### src/rtl/wdog_pkg.sv
package wdog_pkg;

   typedef enum logic {
      WD_SRC_INSTR  = 1'b0,
      WD_SRC_LOWOSC = 1'b1
   } wdog_src_e;

   // width of a free-running prescaler able to reach ratio 2^(2^sel_w - 1)
   function automatic int unsigned pre_width(input int unsigned sel_w);
      return (1 << sel_w) - 1;
   endfunction

endpackage

### src/rtl/wdog_clr_ctl.sv
module wdog_clr_ctl #(
   parameter bit DUAL_CLR_EN = 1'b1
) (
   input  logic clk,
   input  logic rst_n,
   input  logic dual_clr,
   input  logic clr_a,
   input  logic clr_b,
   output logic sw_clr
);

   generate
      if (DUAL_CLR_EN) begin : g_dual
         logic seen_a_q, seen_b_q;
         logic have_a, have_b, pair_done;

         assign have_a    = seen_a_q | clr_a;
         assign have_b    = seen_b_q | clr_b;
         assign pair_done = have_a & have_b;

         always_ff @(posedge clk or negedge rst_n) begin
            if (!rst_n) begin
               seen_a_q <= 1'b0;
               seen_b_q <= 1'b0;
            end else if (!dual_clr || pair_done) begin
               seen_a_q <= 1'b0;
               seen_b_q <= 1'b0;
            end else begin
               seen_a_q <= have_a;
               seen_b_q <= have_b;
            end
         end

         assign sw_clr = dual_clr ? pair_done : (clr_a | clr_b);
      end else begin : g_single
         logic unused_ok;
         assign unused_ok = &{1'b0, clk, rst_n, dual_clr};
         assign sw_clr    = clr_a | clr_b;
      end
   endgenerate

endmodule

### src/rtl/wdog_prescaler.sv
module wdog_prescaler
   import wdog_pkg::*;
#(
   parameter int unsigned SEL_W = 3
) (
   input  logic             clk,
   input  logic             rst_n,
   input  logic             clr,
   input  logic             tick,
   input  logic [SEL_W-1:0] sel,
   output logic             step
);

   localparam int unsigned PRE_W  = pre_width(SEL_W);
   localparam int unsigned N_TAPS = 1 << SEL_W;

   logic [PRE_W-1:0]  pre_q;
   logic [N_TAPS-1:0] tap;

   generate
      for (genvar i = 0; i < N_TAPS; i++) begin : g_tap
         if (i == 0) begin : g_unity
            assign tap[i] = 1'b1;
         end else begin : g_div
            assign tap[i] = &pre_q[i-1:0];
         end
      end
   endgenerate

   always_ff @(posedge clk or negedge rst_n) begin
      if (!rst_n)      pre_q <= '0;
      else if (clr)    pre_q <= '0;
      else if (tick)   pre_q <= pre_q + 1'b1;
   end

   assign step = tick & tap[sel];

endmodule

### src/rtl/wdog_counter.sv
module wdog_counter #(
   parameter int unsigned CNT_W = 8
) (
   input  logic clk,
   input  logic rst_n,
   input  logic clr,
   input  logic step,
   output logic ovf
);

   logic [CNT_W-1:0] cnt_q;

   always_ff @(posedge clk or negedge rst_n) begin
      if (!rst_n)     cnt_q <= '0;
      else if (clr)   cnt_q <= '0;
      else if (step)  cnt_q <= cnt_q + 1'b1;
   end

   assign ovf = step & (&cnt_q) & ~clr;

endmodule

### src/rtl/wdog_timer.sv
module wdog_timer
   import wdog_pkg::*;
#(
   parameter int unsigned CNT_W       = 8,
   parameter int unsigned SEL_W       = 3,
   parameter int unsigned CTRL_W      = 8,
   parameter bit          DUAL_CLR_EN = 1'b1
) (
   input  logic              clk,
   input  logic              rst_n,
   input  logic              lf_tick,
   input  logic              ic_tick,
   input  logic              src_sel,
   input  logic              halted,
   input  logic              halt_enter,
   input  logic              dual_clr,
   input  logic              clr_a,
   input  logic              clr_b,
   input  logic              ctrl_we,
   input  logic [CTRL_W-1:0] ctrl_wdata,
   output logic [CTRL_W-1:0] ctrl_q,
   output logic              to_flag,
   output logic              full_rst_req,
   output logic              warm_rst_req
);

   generate
      if (CNT_W < 2)       begin : g_bad_cnt  $error("CNT_W must be at least 2");        end
      if (SEL_W < 1 || SEL_W > 4)
                           begin : g_bad_sel  $error("SEL_W must lie in 1..4");          end
      if (CTRL_W < SEL_W)  begin : g_bad_ctrl $error("CTRL_W must cover the select field"); end
   endgenerate

   logic       sw_clr, clr_all, tick, step, ovf;
   wdog_src_e  src;

   always_ff @(posedge clk or negedge rst_n) begin
      if (!rst_n)        ctrl_q <= '0;
      else if (ctrl_we)  ctrl_q <= ctrl_wdata;
   end

   assign src  = wdog_src_e'(src_sel);
   assign tick = (src == WD_SRC_LOWOSC) ? lf_tick : (ic_tick & ~halted);

   wdog_clr_ctl #(.DUAL_CLR_EN(DUAL_CLR_EN)) u_clr (
      .clk(clk), .rst_n(rst_n), .dual_clr(dual_clr),
      .clr_a(clr_a), .clr_b(clr_b), .sw_clr(sw_clr)
   );

   assign clr_all = sw_clr | halt_enter;

   wdog_prescaler #(.SEL_W(SEL_W)) u_pre (
      .clk(clk), .rst_n(rst_n), .clr(clr_all), .tick(tick),
      .sel(ctrl_q[SEL_W-1:0]), .step(step)
   );

   wdog_counter #(.CNT_W(CNT_W)) u_cnt (
      .clk(clk), .rst_n(rst_n), .clr(clr_all), .step(step), .ovf(ovf)
   );

   always_ff @(posedge clk or negedge rst_n) begin
      if (!rst_n) begin
         full_rst_req <= 1'b0;
         warm_rst_req <= 1'b0;
         to_flag      <= 1'b0;
      end else begin
         full_rst_req <= ovf & ~halted;
         warm_rst_req <= ovf & halted;
         if (halt_enter) to_flag <= 1'b0;
         else if (ovf)   to_flag <= 1'b1;
      end
   end

endmodule

### config.mk
export PLATFORM = sky130hd
export DESIGN_NAME = wdog_timer
export DESIGN_NICKNAME = d
export VERILOG_FILES = /design/src/rtl/wdog_pkg.sv /design/src/rtl/wdog_clr_ctl.sv /design/src/rtl/wdog_prescaler.sv /design/src/rtl/wdog_counter.sv /design/src/rtl/wdog_timer.sv
export SDC_FILE = /design/constraint.sdc
export NUM_CORES = 1
export LEC_CHECK = 0
export ABC_AREA = 1
export BUFFER_PORTS_ARGS = -buffer_cell sky130_fd_sc_hd__buf_2
export CAP_MARGIN = 15
export CORE_UTILIZATION = 40
export CTS_CLUSTER_DIAMETER = 120
export DETAILED_ROUTE_END_ITERATION = 6
export GPL_TIMING_DRIVEN = 0
export MAX_ROUTING_LAYER = met4
export SLEW_MARGIN = 0
export SYNTH_ARGS = -nofsm -noshare
export SYNTH_HDL_FRONTEND = slang
export SYNTH_SLANG_ARGS = --single-unit
### constraint.sdc
create_clock -name clk -period 4.04 [get_ports clk]
set_input_delay 0.606 -clock clk [delete_from_list [all_inputs] [get_ports clk]]
set_output_delay 0.606 -clock clk [all_outputs]
set_load 0.05 [all_outputs]
==> impl_metrics.toml, run 1 <==
[outcome]
status = "finished clean"

[yosys]
yosysMostFrequentCell = "nand2_1"
yosysTopAreaCell = "dfrtp_1"
synth_area_leaders = "dfrtp_1 (49%), nand3_1 (8.8%), nand2_1 (7.9%)"
syn_inst = 158
syn_area_mm2 = 0.00142
yosysTopAreaCellShare_pct = 49.3
syn_nets = 181
netlist_top_cells_count = "nand2_1 (30), dfrtp_1 (28), nand3_1 (25), inv_1 (17), nor2_1 (8)"
yosysWarnings = 0
synth-edff-count = 0
synth_area_per_cell_um2 = 9.00
synth-seq-cells = 28
ys_seq_area_share_pct = 49.3
ys.flop_type = "dfrtp_1"
async_reset_ff_share_pct = 100
synth_cell_types = 26

[setup_path]
reg2regPathDepth = 12
cp_slowest_cell = "dfrtp_1"
rr_endpoint = "u_cnt.cnt_q[2]$_DFFE_PN0P_"
crit_required_ns = 4.28
crit_top_cell = "nand3_1"
worstSetupEndpointType = "flop"
cpPeakStageDelay_ns = 0.43
path_cells = "ha_1 -> nand3_1 -> inv_1 -> ha_1 -> inv_1 -> a21oi_1 -> nand2_1 -> nand3_1 -> nand2_2 -> nand2_2 -> nand3_1 -> nand2_1"
critPathMaxFanout = 9
r2r_start = "u_pre.pre_q[0]$_DFFE_PN0P_"
cp-start-kind = "flop"
crit_buf_inv = 2
cp.arrival_ns = 2.14
rrSetupSlack_ns = 2.13
crit_type = "reg2reg"
cpLargestDelayFamily = "simple AND/OR/NAND/NOR gates"

[floorplanning]
rows = 21
die_width_um = 61.6
io_pins = 30
dieHeight_um = 61.6
core_mm2 = 0.00336
initial_core_util_pct = 42.3
die-area_mm2 = 0.00380

[placed_design]
port_buffers = 28
dpl.cell_count = 232
place.detailed.hpwl_mm = 2.10
place_congestion = 0.849

[cts]
clockRootBuffer = "clkbuf_4"
cts-hold-fix-buffers = 0
cts_buffer_depth = 2
path_clk_slew_ns = 0.14
cts_buffers = 3
cts_sinks = 28
htreeDepth = 1
insertion_delay_ns = 0.33
ctsResizeCount = 0
post_cts_buffers = 0
cts_tree = "done"

[final_layout]
layout.cells.non_filler = 235
area_growth_pct = 15.5
antenna_cells = 0
drive_gt1_share_pct = 24.9
fin_nets = 214

[detailed_routing]
drcViolationCount = 0
drt_iter0_drc = 47
routed_via_density = 4.97
postRouteAntennaNets = 0
first_pass_iters = 4
drt_wl_total_mm = 2.77
wl_per_cell_um = 11.8
num_vias = 1169

[sta]
setup_viol = 0
final-max-slew-violation-count = 0
period_needed_ns = 1.91
maxSlewHeadroom_pct = 58.6
min_period_over_period_pct = 47.2
finalHoldViolations = 0
worst_pin_slew_ns = 0.620
clock_skew_ns = 0.00204
fin_tns_setup_ns = 0
max_clock_freq_mhz = 524
rsz0062_at_grt = "no"

[global_route]
grt_max_degree = 29
gr-total-overflow = 0
grt_pass1_vias = 1168
grt_pass1_wl_mm = 4.70
antenna_found_initial = 0
grt_usage_pct = 17.4

[pwr]
comb_power_share_pct = 19.1
p_leak_nw = 0.835
seqPwrFrac_pct = 58.2
p_switching_mw = 0.157
clkPwrFrac_pct = 22.7
sw_frac_of_total_pct = 30.6
intPower_mw = 0.356
ir_worst_vdd_uv = 129
power_density_mw_per_mm2 = 312

[hold_path]
hp-class = "in2async"

[run]
max_cap_violations = 0
[worst max-delay path by stage]
| stage | startpoint | endpoint | slack, ns | depth (start not counted) |
|---|---|---|---|---|
| CTS | u_pre.pre_q[0]$_DFFE_PN0P_ | u_cnt.cnt_q[2]$_DFFE_PN0P_ | 2.12 | 12 |
| detailed placement | u_pre.pre_q[0]$_DFFE_PN0P_ | u_cnt.cnt_q[2]$_DFFE_PN0P_ | 2.14 | 12 |
| global route | u_pre.pre_q[0]$_DFFE_PN0P_ | u_cnt.cnt_q[2]$_DFFE_PN0P_ | 1.87 | 12 |
| floorplan | u_pre.pre_q[0]$_DFFE_PN0P_ | u_cnt.cnt_q[5]$_DFFE_PN0P_ | 2.35 | 12 |
| finish | u_pre.pre_q[0]$_DFFE_PN0P_ | u_cnt.cnt_q[2]$_DFFE_PN0P_ | 2.13 | 12 |
| global placement | u_pre.pre_q[0]$_DFFE_PN0P_ | u_cnt.cnt_q[5]$_DFFE_PN0P_ | 2.18 | 12 |
[layout by cell type (no fill, tap or decap), types with 2 or more instances in the layout]
cell type / n
nand2_2: 3
nor3_1: 3
o21ai_1: 3
or2_1: 2
dfrtp_1: 28
inv_1: 17
mux2_2: 6
nand3_1: 25
xor2_1: 5
nand2_1: 30
ha_1: 4
buf_2: 29
a21oi_1: 5
clkbuf_4: 3
nor2_1: 8
o21ai_0: 7
[through the flow]
step                utilization (%)  hold slack (ns)  total power [mW]  setup slack (ns)  area (um^2)
detailed placement             48.2            0.481             0.403              2.14         1620
global route                   48.8            0.303             0.536              1.87         1640
global placement               48.2            0.470             0.400              2.18         1620
CTS                            48.8            0.287             0.520              2.12         1640
floorplan                         -            0.310             0.370              2.35         1420
finish                         48.8            0.261             0.512              2.13         1640
[kinds of logic (layout without fill, tap and decap cells)]
kind of cell | Yosys count | after routing | synth area share [%]
flip-flops | 28 | 28 | 49.3
buffers and inverters | 21 | 52 | 6.16
adder cells (fa/ha/maj) | 4 | 4 | 3.52
AND/OR/NAND/NOR | 75 | 75 | 25.1
multiplexers | 6 | 6 | 4.75
AO/OA/AOI/OAI | 18 | 18 | 7.56
XOR/XNOR | 6 | 6 | 3.69
[sequential cells by signal, summed over array words and instances, names as in the netlist]
signal and count:
u_clr.g_dual.seen_b_q 1, warm_rst_req 1, u_clr.g_dual.seen_a_q 1, u_pre.pre_q 7
u_cnt.cnt_q 8, ctrl_q 8, to_flag 1, full_rst_req 1
[routing by layer]
metal / GRT usage, % / share of wire [%] / vias up
li1: - / - / 581
met1: 19.9 / 45 / 550
met2: 30.6 / 48 / 33
met3: 2.10 / 4.6 / 5
met4: 7.30 / 2.1 / 0
met5: - / 0 / -
[power by group through the flow]
stage | clock network (mW) | registers [mW] | logic (mW)
2_1_floorplan | 0 | 0.330 | 0.0397
3_3_place_gp | 0 | 0.303 | 0.0969
3_5_place_dp | 0 | 0.303 | 0.0995
4_1_cts | 0.122 | 0.298 | 0.0998
5_1_grt | 0.128 | 0.300 | 0.108
6_report | 0.116 | 0.298 | 0.0980
[worst register-to-register path: cells and delay by family, from the launching register on]
family          cells  cell delay [ns]
simple gates        7             0.80
flops               1             0.43
fa+ha+maj           2             0.42
compound gates      1             0.05
buf+inv             2             0.12
[cell type report]
type | instances | area (um^2)
Clock buffer | 3 | 22.5
Multi-Input combinational cell | 109 | 634
Buffer | 3 | 20.0
Timing Repair Buffer | 28 | 140
Tap cell | 46 | 57.6
Fill cell | 348 | 1720
Sequential cell | 28 | 701
Inverter | 18 | 67.6
(Power assumes the default switching activity.)
==> run 2, diff against run 1 <==
- clock period: 4.04 -> 1.7 ns (I/O delays scaled with it)
==> run 2 against run 1 <==
Effect of this change:
- highest routed layer unchanged
- largest power group unchanged
- utilization rose by 6.0 points
- count of clock-buffer cells in the layout unchanged
- sequential cell count unchanged
- combinational power grew to 2.8 times the previous value
- non-clock buffer count grew 7
- fmax rose by 14%
- critical path type unchanged
- die area unchanged
- critical endpoint is now full_rst_req$_DFF_PN0_
==> impl_metrics.toml, run 2 (synthesis gave the netlist of run 1 again) <==
[cts]
htreeDepth = 1
cts_buffers = 3
cts_sinks = 28
cts_tree = "done"
cts_buffer_depth = 2
clockRootBuffer = "clkbuf_4"
insertion_delay_ns = 0.33
path_clk_slew_ns = 0.14

[floorplanning]
dieHeight_um = 61.6
initial_core_util_pct = 42.3
core_mm2 = 0.00336
rows = 21
io_pins = 30
die_width_um = 61.6
die-area_mm2 = 0.00380

[sta]
max_clock_freq_mhz = 596
finalHoldViolations = 0
setup_viol = 0
rsz0062_at_grt = "yes"
final-max-slew-violation-count = 0
worst_pin_slew_ns = 0.623
min_period_over_period_pct = 98.7
clock_skew_ns = 0.00153
maxSlewHeadroom_pct = 58.5
fin_tns_setup_ns = 0
period_needed_ns = 1.68

[outcome]
status = "finished clean"

[pwr]
intPower_mw = 0.865
p_switching_mw = 0.395
power_density_mw_per_mm2 = 683
seqPwrFrac_pct = 56.4
p_leak_nw = 0.881
clkPwrFrac_pct = 22.0
sw_frac_of_total_pct = 31.3
comb_power_share_pct = 21.6
ir_worst_vdd_uv = 315
total_power_mw = 1.26

[global_route]
grt_usage_pct = 17.9
grt_pass1_vias = 1181
antenna_found_initial = 0
grt_pass1_wl_mm = 4.84
gr-total-overflow = 0
grt_max_degree = 29

[run]
max_cap_violations = 0

[detailed_routing]
first_pass_iters = 4
num_vias = 1224
drt_iter0_drc = 35
wl_per_cell_um = 12.7
postRouteAntennaNets = 0
drt_wl_total_mm = 3.07
routed_via_density = 5.06
drcViolationCount = 0

[placed_design]
place_congestion = 0.849
place_area_mm2 = 0.00162
place.detailed.hpwl_mm = 2.10
port_buffers = 28

[final_layout]
fin_nets = 221
area_growth_pct = 29.6
final_cell_area_mm2 = 0.00184
layout_common_cells = "buf_2 (29), dfrtp_1 (28), nand2_1 (26)"
layout_commonest_cell = "buf_2"
drive_gt1_share_pct = 38.8
fillCellCount = 322
largestRegisters = "ctrl_q: 8 flops, u_cnt.cnt_q: 8 flops, u_pre.pre_q: 7 flops"
antenna_cells = 0

[hold_path]
hp-class = "in2reg"

[setup_path]
worstSetupEndpointType = "flop"
crit_required_ns = 1.97
critPathMaxFanout = 3
cp.arrival_ns = 1.95
crit_type = "reg2reg"
cp-start-kind = "flop"
[run 2: routing by layer]
layer | track usage [%] | part of all wire (%) | up-vias
met5 | - | 0 | -
met4 | 7.30 | 1.7 | 0
met3 | 2.10 | 3.9 | 4
met2 | 31.5 | 51 | 38
met1 | 20.7 | 44 | 586
li1 | - | - | 596
[run 2: path summary, 6_finish.rpt]
check	start	to	slack, ns	cells past startpoint
setup / recovery	u_pre.pre_q[1]$_DFFE_PN0P_	full_rst_req$_DFF_PN0_	0.02	10
hold / removal	halted	full_rst_req$_DFF_PN0_	0.07	2
setup reg to reg	u_pre.pre_q[1]$_DFFE_PN0P_	full_rst_req$_DFF_PN0_	0.02	10
hold reg to reg	to_flag$_DFFE_PN0P_	to_flag$_DFFE_PN0P_	0.51	2
max in group asynchronous	rst_n	u_pre.pre_q[0]$_DFFE_PN0P_	0.85	2
min in group asynchronous	rst_n	u_pre.pre_q[1]$_DFFE_PN0P_	0.45	2
[run 2: per-stage QoR]
| step | setup slack [ns] | hold WS, ns | util, % | instances |
|---|---|---|---|---|
| 2_1_floorplan | 0.0111 | -0.0406 | - | 158 |
| 3_3_place_gp | -0.161 | 0.307 | 48.2 | 232 |
| 3_5_place_dp | -0.195 | 0.316 | 48.2 | 232 |
| 4_1_cts | 0.00876 | 0.0686 | 50.5 | 238 |
| 5_1_grt | -0.118 | 0.0547 | 54.8 | 242 |
| 6_report | 0.0218 | 0.0668 | 54.8 | 242 |
[run 2: repair_timing]
action	in CTS	in global routing
hold buffers	1	0
gates resized for setup	4	26
pin swaps	1	16
setup endpoints to repair	11	11
hold endpoints to repair	28	0
buffers inserted	2	4
[run 2: power groups by stage]
stage	combinational (mW)	clock, mW	sequential, mW
after floorplan	0.0945	0	0.785
after global placement	0.230	0	0.719
after detailed placement	0.236	0	0.721
after CTS	0.254	0.291	0.709
after global routing	0.296	0.304	0.714
final	0.272	0.277	0.710
[run 2: final cells by class]
cell class / instances / area (um^2) / area share (%)
buffer: 3 / 20.0 / 1.09
tap: 46 / 57.6 / 3.12
timing repair buffer: 35 / 211 / 11.5
sequential: 28 / 701 / 38.0
clock buffer: 3 / 22.5 / 1.22
multi-input combinational: 109 / 764 / 41.5
inverter: 18 / 67.6 / 3.66
[run 2: critical path, stage by stage (launching register included)]
cell and delay [ns]:
dfrtp_1 0.43, ha_4 0.17, nand3_4 0.08, inv_2 0.07, ha_4 0.12, inv_2 0.03, a21oi_2 0.11, nand2_1 0.07
nand3_2 0.10, nand4_1 0.21, nor3_2 0.22
==> run 3, diff against run 2 <==
- GPL_TIMING_DRIVEN: 0 -> default
- SYNTH_HIERARCHICAL: default -> 1
==> run 3 against run 2 <==
Effect of this change:
- the run now ends with setup timing left
- sequential power increased by 2%
- clock skew increased by 0.0056 ns
- count of clock-buffer cells in the layout increased by 1
- total power increased by 4.2%
- register-to-register slack got worse by 0.14 ns
- cell count increased by 15%
- synthesized cell count increased by 20%
- fmax decreased by 7.5%
- utilization decreased by 0.88 points
- non-clock buffer count increased by 4
- critical path depth increased by 2
- worst setup slack got worse by 0.14 ns
==> impl_metrics.toml, run 3 <==
[global_route]
top_usage_layer = "met2"
grt_pass1_wl_mm = 5.08
antenna_found_initial = 0
grt_usage_pct = 16.8
grt_util_met2_pct = 28.1
grt_max_degree = 29
use_met1_pct = 20.5
grt_pass1_vias = 1191
met3_usage_pct = 3.65
gr-total-overflow = 0

[floorplanning]
rows = 21
core_mm2 = 0.00342
initial_core_util_pct = 42.7
dieHeight_um = 62.4
die-area_mm2 = 0.00390
io_pins = 30
die_width_um = 62.4

[detailed_routing]
num_vias = 1280
routed_via_density = 4.59
first_pass_iters = 5
drcViolationCount = 0
drt_wl_total_mm = 2.92
wl_per_cell_um = 10.5
drt_iter0_drc = 41
postRouteAntennaNets = 0

[setup_path]
crit_type = "reg2reg"
cp-start-kind = "flop"
worstSetupEndpointType = "flop"
crit_required_ns = 1.95
critPathMaxFanout = 4
cp.arrival_ns = 2.07

[sta]
finalHoldViolations = 0
fin_tns_setup_ns = -0.747
min_period_over_period_pct = 107
max_clock_freq_mhz = 551
clock_skew_ns = 0.00708
period_needed_ns = 1.81
final-max-slew-violation-count = 0
fin_ws_ns = -0.114
rsz0062_at_grt = "yes"
worst_pin_slew_ns = 0.628
maxSlewHeadroom_pct = 58.2
setup_viol = 10

[final_layout]
antenna_cells = 0
fin_nets = 257
largestRegisters = "ctrl_q: 8 flops, u_cnt/cnt_q: 8 flops, u_pre/pre_q: 7 flops"
area_growth_pct = 26.2
layout_commonest_cell = "nand2_1"
drive_gt1_share_pct = 30.9
layout_common_cells = "nand2_1 (44), inv_1 (33), buf_2 (29)"
final_cell_area_mm2 = 0.00184

[yosys]
synth-seq-cells = 28
yosysWarnings = 6
ys.flop_type = "dfrtp_1"
synth-edff-count = 0
ys_seq_area_share_pct = 48.0
netlist_top_cells_count = "nand2_1 (46), inv_1 (36), dfrtp_1 (28), nor2_1 (18), nand3_1 (15)"
yosysTopAreaCell = "dfrtp_1"
async_reset_ff_share_pct = 100
yosysTopAreaCellShare_pct = 48.0
syn_area_mm2 = 0.00146
synth_area_leaders = "dfrtp_1 (48%), nand2_1 (12%), inv_1 (9.3%)"
syn_nets = 212
yosysMostFrequentCell = "nand2_1"
synth_area_per_cell_um2 = 7.73
synth_cell_types = 19
syn_inst = 189

[outcome]
violations = "setup timing"
status = "complete, but fails checks"

[placed_design]
place_area_mm2 = 0.00171
place.detailed.hpwl_mm = 2.15
place_congestion = 0.787
port_buffers = 29

[cts]
cts_buffer_depth = 2
path_clk_slew_ns = 0.15
cts_sinks = 28
htreeDepth = 1
cts_buffers = 3
clockRootBuffer = "clkbuf_4"
cts_tree = "done"
insertion_delay_ns = 0.32

[pwr]
ir_worst_vdd_uv = 626
seqPwrFrac_pct = 55.1
clkPwrFrac_pct = 21.4
comb_power_share_pct = 23.5
intPower_mw = 0.900
p_switching_mw = 0.414
sw_frac_of_total_pct = 31.5
power_density_mw_per_mm2 = 713
p_leak_nw = 0.978

[hold_path]
hp-class = "in2reg"

[run]
max_cap_violations = 0
## run 3: changes by cell type in the layout (fill, tap and decap cells not counted), sizes merged, moves of 2 or more
cell / change
nand3: -11
or2: -2
buf: +5
mux2: -6
xor2: -5
nor2: +16
inv: +19
nand2: +16
a21oi: +4
## run 3: worst paths after layout
path	cells past startpoint	to	startpoint	slack, ns
worst min register to register	2	ctrl_q[4]$_DFFE_PN0P_	ctrl_q[4]$_DFFE_PN0P_	0.53
worst min-delay path	2	to_flag$_DFFE_PN0P_	halt_enter	0.09
worst max register to register	12	u_cnt/cnt_q[3]$_DFFE_PN0P_	u_pre/pre_q[1]$_DFFE_PN0P_	-0.11
min in group asynchronous	2	u_clr/g_dual.seen_b_q$_DFF_PN0_	rst_n	0.46
max in group asynchronous	2	ctrl_q[1]$_DFFE_PN0P_	rst_n	0.80
worst max-delay path	12	u_cnt/cnt_q[3]$_DFFE_PN0P_	u_pre/pre_q[1]$_DFFE_PN0P_	-0.11
## run 3: critical path: stages (launching register included)
cell	delay (ns)
dfrtp_1	0.42
ha_2	0.20
nand3_2	0.08
inv_2	0.05
ha_4	0.14
o21ai_1	0.12
a21oi_1	0.05
nor2_1	0.16
nor2_4	0.08
nor2_4	0.17
buf_4	0.15
nor3_2	0.04
nor3_2	0.11
## run 3: metal layers
metal  share of wire, %  routed length, um
met4               0.68                 20
met2                 49               1440
met3                3.2                 92
met1                 47               1360
met5                  0                  0
## run 3: area by class of cell
cell class	count	area, um^2
clock buffer	4	26.3
fill	369	1570
inverter	37	139
multi-input combinational	122	673
sequential	28	702
tap	46	57.6
timing repair buffer	42	245
## run 3: repair_timing
item / in CTS / in global routing
pin swaps: 4 / 6
setup endpoints to repair: 10 / 11
hold endpoints to repair: 28 / 0
setup buffers: 2 / 3
gates resized for setup: 3 / 13
gates cloned: 0 / 0
hold buffers: 1 / 0
## run 3: metrics by stage
step | hold WS, ns | utilization (%) | setup slack [ns] | cells | power, mW
after global placement | 0.313 | 50.0 | -0.0903 | 269 | 1.03
after detailed placement | 0.316 | 50.0 | -0.118 | 269 | 1.03
after floorplan | -0.0406 | - | -0.0279 | 189 | 0.924
final | 0.0858 | 54.0 | -0.114 | 279 | 1.31
after CTS | 0.0548 | 51.8 | -0.112 | 276 | 1.33
after global routing | 0.0656 | 54.0 | -0.231 | 279 | 1.39
## run 3: power groups by stage
stage	Sequential, mW	Clock [mW]	Combinational (mW)
2_1_floorplan	0.796	0	0.128
3_3_place_gp	0.736	0	0.291
3_5_place_dp	0.736	0	0.290
4_1_cts	0.723	0.310	0.296
5_1_grt	0.728	0.320	0.346
6_report	0.723	0.281	0.309
## run 3: cells by family after synthesis
logic type | share of synthesized area, %
flops | 48.0
simple gates | 29.8
fa+ha+maj | 3.43
compound gates | 7.71
buf+inv | 11.1
